<file path="src/rtl/kp_scan_pkg.sv">
package kp_scan_pkg;

    localparam int unsigned KP_LINES  = 4;
    localparam int unsigned KP_PORT_W = 2 * KP_LINES;
    localparam int unsigned KP_STEP_W = 8;
    localparam int unsigned KP_RANK_W = $clog2(KP_LINES);

    typedef logic [KP_STEP_W-1:0] step_t;
    typedef logic [KP_LINES-1:0]  nib_t;
    typedef logic [KP_PORT_W-1:0] port_t;

    // Which half of the port is being sensed.
    typedef enum logic {
        PH_ROW = 1'b0,
        PH_COL = 1'b1
    } scan_phase_e;

    // Tone group a lookup instance serves.
    typedef enum logic {
        TBL_ROW = 1'b0,
        TBL_COL = 1'b1
    } tone_group_e;

    // Port configuration: dir=1 drives drv, dir=0 uses drv as pull-up enable.
    typedef struct packed {
        port_t dir;
        port_t drv;
    } port_cfg_t;

    // Result of the priority search: hit flag and rank (0 = MSB of nibble).
    typedef struct packed {
        logic                 hit;
        logic [KP_RANK_W-1:0] rank;
    } prio_t;

    // Scan from the most significant line down; first low line wins.
    function automatic prio_t first_low(input nib_t lines);
        prio_t res;
        res = '0;
        for (int i = 0; i < KP_LINES; i++) begin
            if (!res.hit && !lines[KP_LINES-1-i]) begin
                res.hit  = 1'b1;
                res.rank = KP_RANK_W'(i);
            end
        end
        return res;
    endfunction

    // Phase-increment steps indexed by priority rank.
    function automatic step_t tone_step(input tone_group_e grp,
                                        input logic [KP_RANK_W-1:0] rank);
        step_t s;
        s = '0;
        if (grp == TBL_ROW) begin
            case (rank)
                2'd0:    s = 8'd61;
                2'd1:    s = 8'd56;
                2'd2:    s = 8'd50;
                default: s = 8'd46;
            endcase
        end else begin
            case (rank)
                2'd0:    s = 8'd107;
                2'd1:    s = 8'd96;
                2'd2:    s = 8'd87;
                default: s = 8'd79;
            endcase
        end
        return s;
    endfunction

endpackage

</file>
<file path="src/rtl/kp_settle_timer.sv">
module kp_settle_timer #(
    parameter int unsigned SETTLE_CYCLES = 10
) (
    input  logic clk,
    input  logic rst,
    output logic done
);

    localparam int unsigned CNT_W = (SETTLE_CYCLES > 1) ? $clog2(SETTLE_CYCLES) : 1;
    localparam logic [CNT_W-1:0] LAST = CNT_W'(SETTLE_CYCLES - 1);

    logic [CNT_W-1:0] cnt;

    always_ff @(posedge clk) begin
        if (rst) begin
            cnt <= '0;
        end else if (cnt == LAST) begin
            cnt <= '0;
        end else begin
            cnt <= cnt + 1'b1;
        end
    end

    assign done = (cnt == LAST);


    cnt_range_chk: assert property (@(posedge clk) disable iff (rst)
        cnt <= LAST);


    settle_wrap_chk: assert property (@(posedge clk) disable iff (rst)
        done |=> (cnt == '0));

endmodule

</file>
<file path="src/rtl/kp_port_ctrl.sv">
module kp_port_ctrl
    import kp_scan_pkg::*;
(
    input  scan_phase_e phase,
    output port_cfg_t   cfg
);

    // Lower half: output-low in row phase, pulled-up input in column phase.
    // Upper half: the mirror image.
    for (genvar i = 0; i < KP_LINES; i++) begin : g_line
        always_comb begin
            cfg.dir[i]            = (phase == PH_ROW);
            cfg.drv[i]            = (phase == PH_COL);
            cfg.dir[i + KP_LINES] = (phase == PH_COL);
            cfg.drv[i + KP_LINES] = (phase == PH_ROW);
        end
    end

endmodule

</file>
<file path="src/rtl/kp_prio_lookup.sv">
module kp_prio_lookup
    import kp_scan_pkg::*;
#(
    parameter tone_group_e GROUP = TBL_ROW
) (
    input  nib_t  lines,
    output step_t step
);

    prio_t found;

    always_comb begin
        found = first_low(lines);
        step  = found.hit ? tone_step(GROUP, found.rank) : '0;
    end

endmodule

</file>
<file path="src/rtl/kp_nibble_scanner.sv">
module kp_nibble_scanner
    import kp_scan_pkg::*;
#(
    parameter int unsigned SETTLE_CYCLES = 10
) (
    input  logic                 clk,
    input  logic                 rst,
    input  logic [KP_PORT_W-1:0] pin_in,
    output logic [KP_PORT_W-1:0] pin_dir,
    output logic [KP_PORT_W-1:0] pin_drive,
    output logic [KP_STEP_W-1:0] row_step,
    output logic [KP_STEP_W-1:0] col_step,
    output logic                 step_strobe
);

    scan_phase_e phase;
    logic        tmr_done;
    port_cfg_t   cfg;
    step_t       row_next;
    step_t       col_next;

    kp_settle_timer #(.SETTLE_CYCLES(SETTLE_CYCLES)) u_timer (
        .clk  (clk),
        .rst  (rst),
        .done (tmr_done)
    );

    kp_port_ctrl u_port (
        .phase (phase),
        .cfg   (cfg)
    );

    assign pin_dir   = cfg.dir;
    assign pin_drive = cfg.drv;

    kp_prio_lookup #(.GROUP(TBL_ROW)) u_row_lut (
        .lines (pin_in[KP_PORT_W-1:KP_LINES]),
        .step  (row_next)
    );

    kp_prio_lookup #(.GROUP(TBL_COL)) u_col_lut (
        .lines (pin_in[KP_LINES-1:0]),
        .step  (col_next)
    );

    always_ff @(posedge clk) begin
        if (rst) begin
            phase       <= PH_ROW;
            row_step    <= '0;
            col_step    <= '0;
            step_strobe <= 1'b0;
        end else begin
            step_strobe <= 1'b0;
            if (tmr_done) begin
                case (phase)
                    PH_ROW: begin
                        row_step <= row_next;
                        phase    <= PH_COL;
                    end
                    default: begin
                        col_step    <= col_next;
                        phase       <= PH_ROW;
                        step_strobe <= 1'b1;
                    end
                endcase
            end
        end
    end


    phase_hold_chk: assert property (@(posedge clk) disable iff (rst)
        !$stable(pin_dir) |-> $past(tmr_done));


    row_update_chk: assert property (@(posedge clk) disable iff (rst)
        !$stable(row_step) |-> ($past(tmr_done) && $past(phase) == PH_ROW));


    col_update_chk: assert property (@(posedge clk) disable iff (rst)
        !$stable(col_step) |-> ($past(tmr_done) && $past(phase) == PH_COL));


    strobe_pulse_chk: assert property (@(posedge clk) disable iff (rst)
        step_strobe |=> !step_strobe);


    strobe_origin_chk: assert property (@(posedge clk) disable iff (rst)
        step_strobe |-> ($past(phase) == PH_COL && phase == PH_ROW));


    row_legal_chk: assert property (@(posedge clk) disable iff (rst)
        row_step inside {8'd0, 8'd46, 8'd50, 8'd56, 8'd61});


    col_legal_chk: assert property (@(posedge clk) disable iff (rst)
        col_step inside {8'd0, 8'd79, 8'd87, 8'd96, 8'd107});

endmodule

</file>
<file path="config.mk">
export PLATFORM = sky130hd
export DESIGN_NAME = kp_nibble_scanner
export DESIGN_NICKNAME = d
export VERILOG_FILES = /design/src/rtl/kp_scan_pkg.sv /design/src/rtl/kp_settle_timer.sv /design/src/rtl/kp_port_ctrl.sv /design/src/rtl/kp_prio_lookup.sv /design/src/rtl/kp_nibble_scanner.sv
export SDC_FILE = /design/constraint.sdc
export NUM_CORES = 1
export LEC_CHECK = 0
export BUFFER_PORTS_ARGS = -buffer_cell sky130_fd_sc_hd__buf_2
export CAP_MARGIN = 15
export CORE_MARGIN = 3
export CORE_UTILIZATION = 46
export CTS_BUF_LIST = sky130_fd_sc_hd__clkbuf_4 sky130_fd_sc_hd__clkbuf_8 sky130_fd_sc_hd__clkbuf_16
export DETAILED_ROUTE_END_ITERATION = 7
export PLACE_DENSITY = 0.87
export SLEW_MARGIN = 0
export SYNTH_ARGS = -nofsm -noshare
export SYNTH_HDL_FRONTEND = slang
export SYNTH_SLANG_ARGS = --single-unit
</file>
<file path="constraint.sdc">
create_clock -name clk -period 1.35 [get_ports clk]
set_input_delay 0.27 -clock clk [delete_from_list [all_inputs] [get_ports clk]]
set_output_delay 0.27 -clock clk [all_outputs]
set_load 0.01 [all_outputs]
</file>
==> flow_summary.json, run 1 <==
{
  "setup_viol": 0,
  "power_density_mw_per_mm2": 790,
  "dpl.hpwl_um": 1600,
  "multiInputGateArea_um2": 489,
  "grt_pass1_vias": 797,
  "period_minus_slack_ns": 1.29,
  "fmax_mhz": 774,
  "synth_edf_count": 0,
  "min_path_type": "in2reg",
  "timing.max_cap.violations": 0,
  "power.sequential.fraction": 0.604,
  "core_area_mm2": 0.00200,
  "power.static_leakage_nw": 0.528,
  "worst-r2r-setup-slack_ns": 0.06,
  "die_w_um": 52.6,
  "clock_power_share": 0.282,
  "ys_seq_elements": 18,
  "min_to": "col_step[5]",
  "clkSinkCount": 18,
  "synth_area_um2": 998,
  "clock_path_buffers": 2,
  "holdWs_ns": 0.256,
  "place_congestion": 0.680,
  "async_reset_ff_frac": 0,
  "ff2ff_path_depth": 5,
  "diodes": 0,
  "mostFrequentLayoutCells": "buf_2 (39), dfxtp_1 (17), nand2_1 (13)",
  "routed-wl-met3_um": 149,
  "fin_skew_ns": 0.000786,
  "cts_tree": "yes",
  "intPower_mw": 0.688,
  "yosysWarnings": 0,
  "swShare": 0.243,
  "port_buffers": 39,
  "top_layer_used": "met4",
  "ctsRootBufferMaster": "clkbuf_4",
  "synthToLayoutAreaGrowth_pct": 15.2,
  "drt_drc_violations_left": 0,
  "wl_per_cell_um": 12.6,
  "max_stage_delay_ns": 0.34,
  "maxSlewViolCount": 0,
  "seq_area_um2": 362,
  "first_pass_iters": 4,
  "wl_met2_um": 1110,
  "postPlaceCellArea_mm2": 0.00108,
  "start_util": 0.499,
  "grt_util_all_layers": 0.158,
  "synth-seq-area-share": 0.361,
  "crit_fanout": 6,
  "dieHeight_um": 52.6,
  "cts.clk_slew.worst_paths_ns": 0.09,
  "hold_viol": 0,
  "crit_family": "simple AND/OR/NAND/NOR gates",
  "rows": 16,
  "syn_avg_cell_area_um2": 8.53,
  "crit_required_ns": 1.55,
  "grt_max_degree": 23,
  "period_share": 0.956,
  "cts.htree.levels": 1,
  "critPathBufInv": 1,
  "nFillCells": 171,
  "clock_latency_ns": 0.29,
  "r2r_start": "u_timer.cnt[1]",
  "power_mw": 0.909,
  "drt_iter0_drc": 15,
  "die_area_mm2": 0.00277,
  "r2r-end": "col_step[5]",
  "ios": 43,
  "layout.nets": 160,
  "arrival_ns": 1.50,
  "whs_path_depth": 2,
  "endpoint_kind": "flip-flop",
  "grt_pass1_wl_um": 3220,
  "netlist-cell-type-count": 26,
  "antenna_found_initial": 0,
  "via_count": 867,
  "outcome": "complete, no violations",
  "synthCells": 117,
  "critical-path-slowest-cell": "dfxtp_1",
  "fin_area_mm2": 0.00115,
  "synth_top_flop_cell": "dfxtp_1",
  "max-vdd-ir-drop_mv": 0.619,
  "gr-total-overflow": 0,
  "drt-total-wl_um": 2110,
  "worstSetupPathType": "reg2reg",
  "vias_per_cell": 5.16,
  "crit_chain": "inv_1 > ha_4 > and4b_2 > nor2_1 > a311oi_2",
  "numCtsBuffers": 3,
  "hp-start": "pin_in[2]",
  "ctsHoldBuffers": 0,
  "critical_path.startpoint_type": "flip-flop",
  "met1_length_um": 831,
  "ant_nets": 0,
  "power_frac_comb": 0.114,
  "p_sw_mw": 0.221,
  "drive_above_1_share": 0.397,
  "final.setup.tns_ns": 0,
  "mostFrequentLayoutCell": "buf_2"
}
[sequential cells by signal, summed over array words and instances (netlist names)]
| name | cells |
|---|---|
| phase | 1 |
| u_timer.cnt | 4 |
| step_strobe | 1 |
| row_step | 6 |
| col_step | 6 |
[area by class of cell]
class	instances	area share
Multi-Input combinational cell	72	0.425
Sequential cell	18	0.314
Timing Repair Buffer	42	0.189
Tap cell	27	0.0294
Inverter	6	0.0218
Clock buffer	3	0.0196
[timing repair]
| action | in CTS | in global routing |
|---|---|---|
| pin swaps | 0 | 3 |
| buffers inserted | 0 | 1 |
| gates resized for setup | 4 | 6 |
| endpoints found under the setup margin | 10 | 16 |
| hold endpoints to repair | 0 | 0 |
[worst reg2reg max path: cells and delay by family (launching register included)]
family	cells	cell delay [ns]
buffers and inverters	1	0.09
AO/OA/AOI/OAI	1	0.24
flip-flops	1	0.34
adder cells (fa/ha/maj)	1	0.16
AND/OR/NAND/NOR	2	0.38
[cell families (layout without fill, tap and decap cells)]
logic type / count (synthesis) / after routing / synth area share
fa+ha+maj: 7 / 7 / 0.0877
simple gates: 44 / 44 / 0.249
other cells: 1 / 3 / 0.00376
buf+inv: 29 / 51 / 0.188
flops: 18 / 18 / 0.361
compound gates: 18 / 18 / 0.110
[cells in the mapped netlist (all sizes together), types with 2 or more instances]
cell type | instances | area (um2)
a21oi | 10 | 50.1
o31ai | 4 | 30.0
and3 | 2 | 12.5
nand2 | 14 | 52.6
o21ai | 3 | 15.0
ha | 7 | 87.6
nor2 | 3 | 11.3
dfxtp | 18 | 360
clkbuf | 3 | 11.3
nand4 | 4 | 25.0
buf | 20 | 154
nand3 | 5 | 25.0
inv | 6 | 22.5
nor3 | 2 | 10.0
nand3b | 5 | 37.5
and2 | 2 | 12.5
[worst max-delay path by stage]
stage / start / to / slack, ns / cells past startpoint
6_report: u_timer.cnt[1] / col_step[5] / 0.06 / 5
3_5_place_dp: u_timer.cnt[1] / col_step[1] / -0.04 / 5
5_1_grt: u_timer.cnt[1] / row_step[3] / -0.002 / 5
4_1_cts: u_timer.cnt[1] / col_step[1] / 0.01 / 5
3_3_place_gp: u_timer.cnt[1] / col_step[1] / 0.07 / 5
2_1_floorplan: u_timer.cnt[0] / col_step[5] / 0.11 / 5
[routing by layer]
metal,GRT usage,vias to the layer above
met3,0.0627,2
met1,0.170,405
met2,0.269,32
li1,-,428
met5,0,-
met4,0.0723,0
[power groups by stage]
stage / sequential (mW) / clock (mW) / combinational (mW)
3_3_place_gp: 0.558 / 0 / 0.0854
3_5_place_dp: 0.559 / 0 / 0.0932
5_1_grt: 0.550 / 0.290 / 0.117
2_1_floorplan: 0.558 / 0 / 0.0625
6_report: 0.549 / 0.257 / 0.104
4_1_cts: 0.547 / 0.269 / 0.0947
[metrics by stage]
step	cells	worst slack, ns	utilization
5_1_grt	168	-0.00178	0.574
2_1_floorplan	119	0.111	-
3_3_place_gp	164	0.0710	0.542
3_5_place_dp	164	-0.0395	0.542
6_report	168	0.0588	0.574
4_1_cts	167	0.0143	0.556
Power figures use the tool's default switching activity.
==> run 2: changes to the inputs <==
Settings changed: CAP_MARGIN 15 to 20, CORE_UTILIZATION 46 to 48, CTS_BUF_LIST sky130_fd_sc_hd__clkbuf_4 sky130_fd_sc_hd__clkbuf_8 sky130_fd_sc_hd__clkbuf_16 to sky130_fd_sc_hd__clkbuf_8, PLACE_DENSITY 0.87 to 0.9.
==> run 2 against run 1 <==
  * Global-route usage rose by 0.81 points
  * Combinational power fell by 4%
  * Critical path depth did not move
  * Worst hold slack improved by 0.033 ns
  * Utilization rose by 5.6 points
  * Register-to-register slack improved by 0.03 ns
  * Count of clock-buffer cells in the layout rose by 1
  * Sequential power barely moved
  * Worst setup slack improved by 0.029 ns
  * Critical path type unchanged
  * Critical endpoint is now row_step[4]
  * Highest routed layer unchanged
==> flow_summary.json, run 2 (synthesized netlist as in run 1, its figures left out) <==
{
  "outcome": "complete, no violations",
  "min_path_type": "in2reg",
  "ff2ff_path_depth": 5,
  "crit_required_ns": 1.51,
  "power_density_mw_per_mm2": 938,
  "dpl.hpwl_um": 1630,
  "power.static_leakage_nw": 0.534,
  "fin_skew_ns": 0.000968,
  "start_util": 0.543,
  "whs_path_depth": 2,
  "gr-total-overflow": 0,
  "endpoint_kind": "flip-flop",
  "cts_tree": "yes",
  "hold_viol": 0,
  "wl_per_cell_um": 12.6,
  "vias_per_cell": 5.37,
  "clock_latency_ns": 0.25,
  "setup_viol": 0,
  "cts.htree.levels": 1,
  "port_buffers": 39,
  "rsz0062_at_grt": "false",
  "rows": 15,
  "maxSlewViolCount": 0,
  "cts.clk_slew.worst_paths_ns": 0.07,
  "mostFrequentLayoutCell": "buf_2",
  "crit_fanout": 6,
  "numCtsBuffers": 3,
  "ios": 43,
  "clock_path_buffers": 2,
  "die_area_mm2": 0.00266,
  "place_congestion": 0.772,
  "drt-total-wl_um": 2100,
  "mostFrequentLayoutCells": "buf_2 (39), dfxtp_1 (16), nand2_1 (14)",
  "grt_max_degree": 23,
  "dieHeight_um": 51.6,
  "core_area_mm2": 0.00184,
  "layout.nets": 159,
  "fmax_mhz": 792,
  "grt_pass1_wl_um": 3330,
  "drt_drc_violations_left": 0,
  "synthToLayoutAreaGrowth_pct": 16.0,
  "period_share": 0.935,
  "power_mw": 1.09,
  "pre_cts_ws_ns": -0.0293,
  "post_cts_buffers": 0,
  "ant_nets": 0,
  "grt_pass1_vias": 812,
  "grt_util_all_layers": 0.166,
  "die_w_um": 51.6,
  "worst_slack_ns": 0.0876,
  "drive_above_1_share": 0.390,
  "period_minus_slack_ns": 1.26,
  "reg.largest.list": "col_step x6, row_step x6, u_timer.cnt x4",
  "first_pass_iters": 5,
  "clkSinkCount": 18,
  "timing.max_cap.violations": 0,
  "antenna_found_initial": 0,
  "ctsRootBufferMaster": "clkbuf_8",
  "ctsHoldBuffers": 0,
  "worstSetupPathType": "reg2reg",
  "max-vdd-ir-drop_mv": 0.667,
  "via_count": 892,
  "arrival_ns": 1.43,
  "fin_util": 0.630,
  "drt_iter0_drc": 15,
  "diodes": 0,
  "critical_path.startpoint_type": "flip-flop"
}
run 2: timing repair:
action                     CTS  global route
pin swaps                    0             1
gates resized for setup      2             6
cloned                       0             0
setup endpoints to repair    3            16
run 2: metal layers:
metal,up-vias,share of wire,global-route usage
li1,430,-,-
met5,-,0,0
met3,7,0.070,0.0258
met1,417,0.40,0.172
met2,38,0.50,0.307
met4,0,0.025,0.105
run 2: path summary, 6_finish.rpt:
path | startpoint | to | slack, ns
worst max-delay path | u_timer.cnt[1] | row_step[4] | 0.09
worst min-delay path | pin_in[2] | col_step[5] | 0.29
worst max register to register | u_timer.cnt[1] | row_step[4] | 0.09
worst min register to register | col_step[2] | col_step[2] | 0.46
run 2: final cells by class:
type	instances	area, um2
fillers	168	681
multi-input cells	72	477
flip-flops and latches	18	363
repair buffers	41	210
clock buffers	4	55.1
well taps	25	31.3
inverters	6	22.5
run 2: power by group:
part	internal (mW)	switching, mW	leakage [nW]	total (mW)
Clock	0.259	0.177	0.0288	0.436
Sequential	0.540	0.0111	0.146	0.551
Combinational	0.0431	0.0570	0.359	0.100
Total	0.842	0.245	0.534	1.09
run 2: critical path, stage by stage (launching register included):
cell and delay (ns):
dfxtp_1 0.34, inv_2 0.07, ha_4 0.15, and4bb_2 0.27
nand2_1 0.13, o31ai_1 0.22
run 2: per-stage QoR:
| step | hold slack (ns) | instances | setup TNS, ns | instance area, um2 |
|---|---|---|---|---|
| 6_report | 0.290 | 166 | 0 | 1160 |
| 5_1_grt | 0.292 | 166 | 0 | 1160 |
| 4_1_cts | 0.285 | 166 | 0 | 1140 |
| 3_5_place_dp | 0.450 | 162 | -0.0518 | 1080 |
| 3_3_place_gp | 0.441 | 162 | 0 | 1080 |
| 2_1_floorplan | 0.385 | 119 | 0 | 1010 |
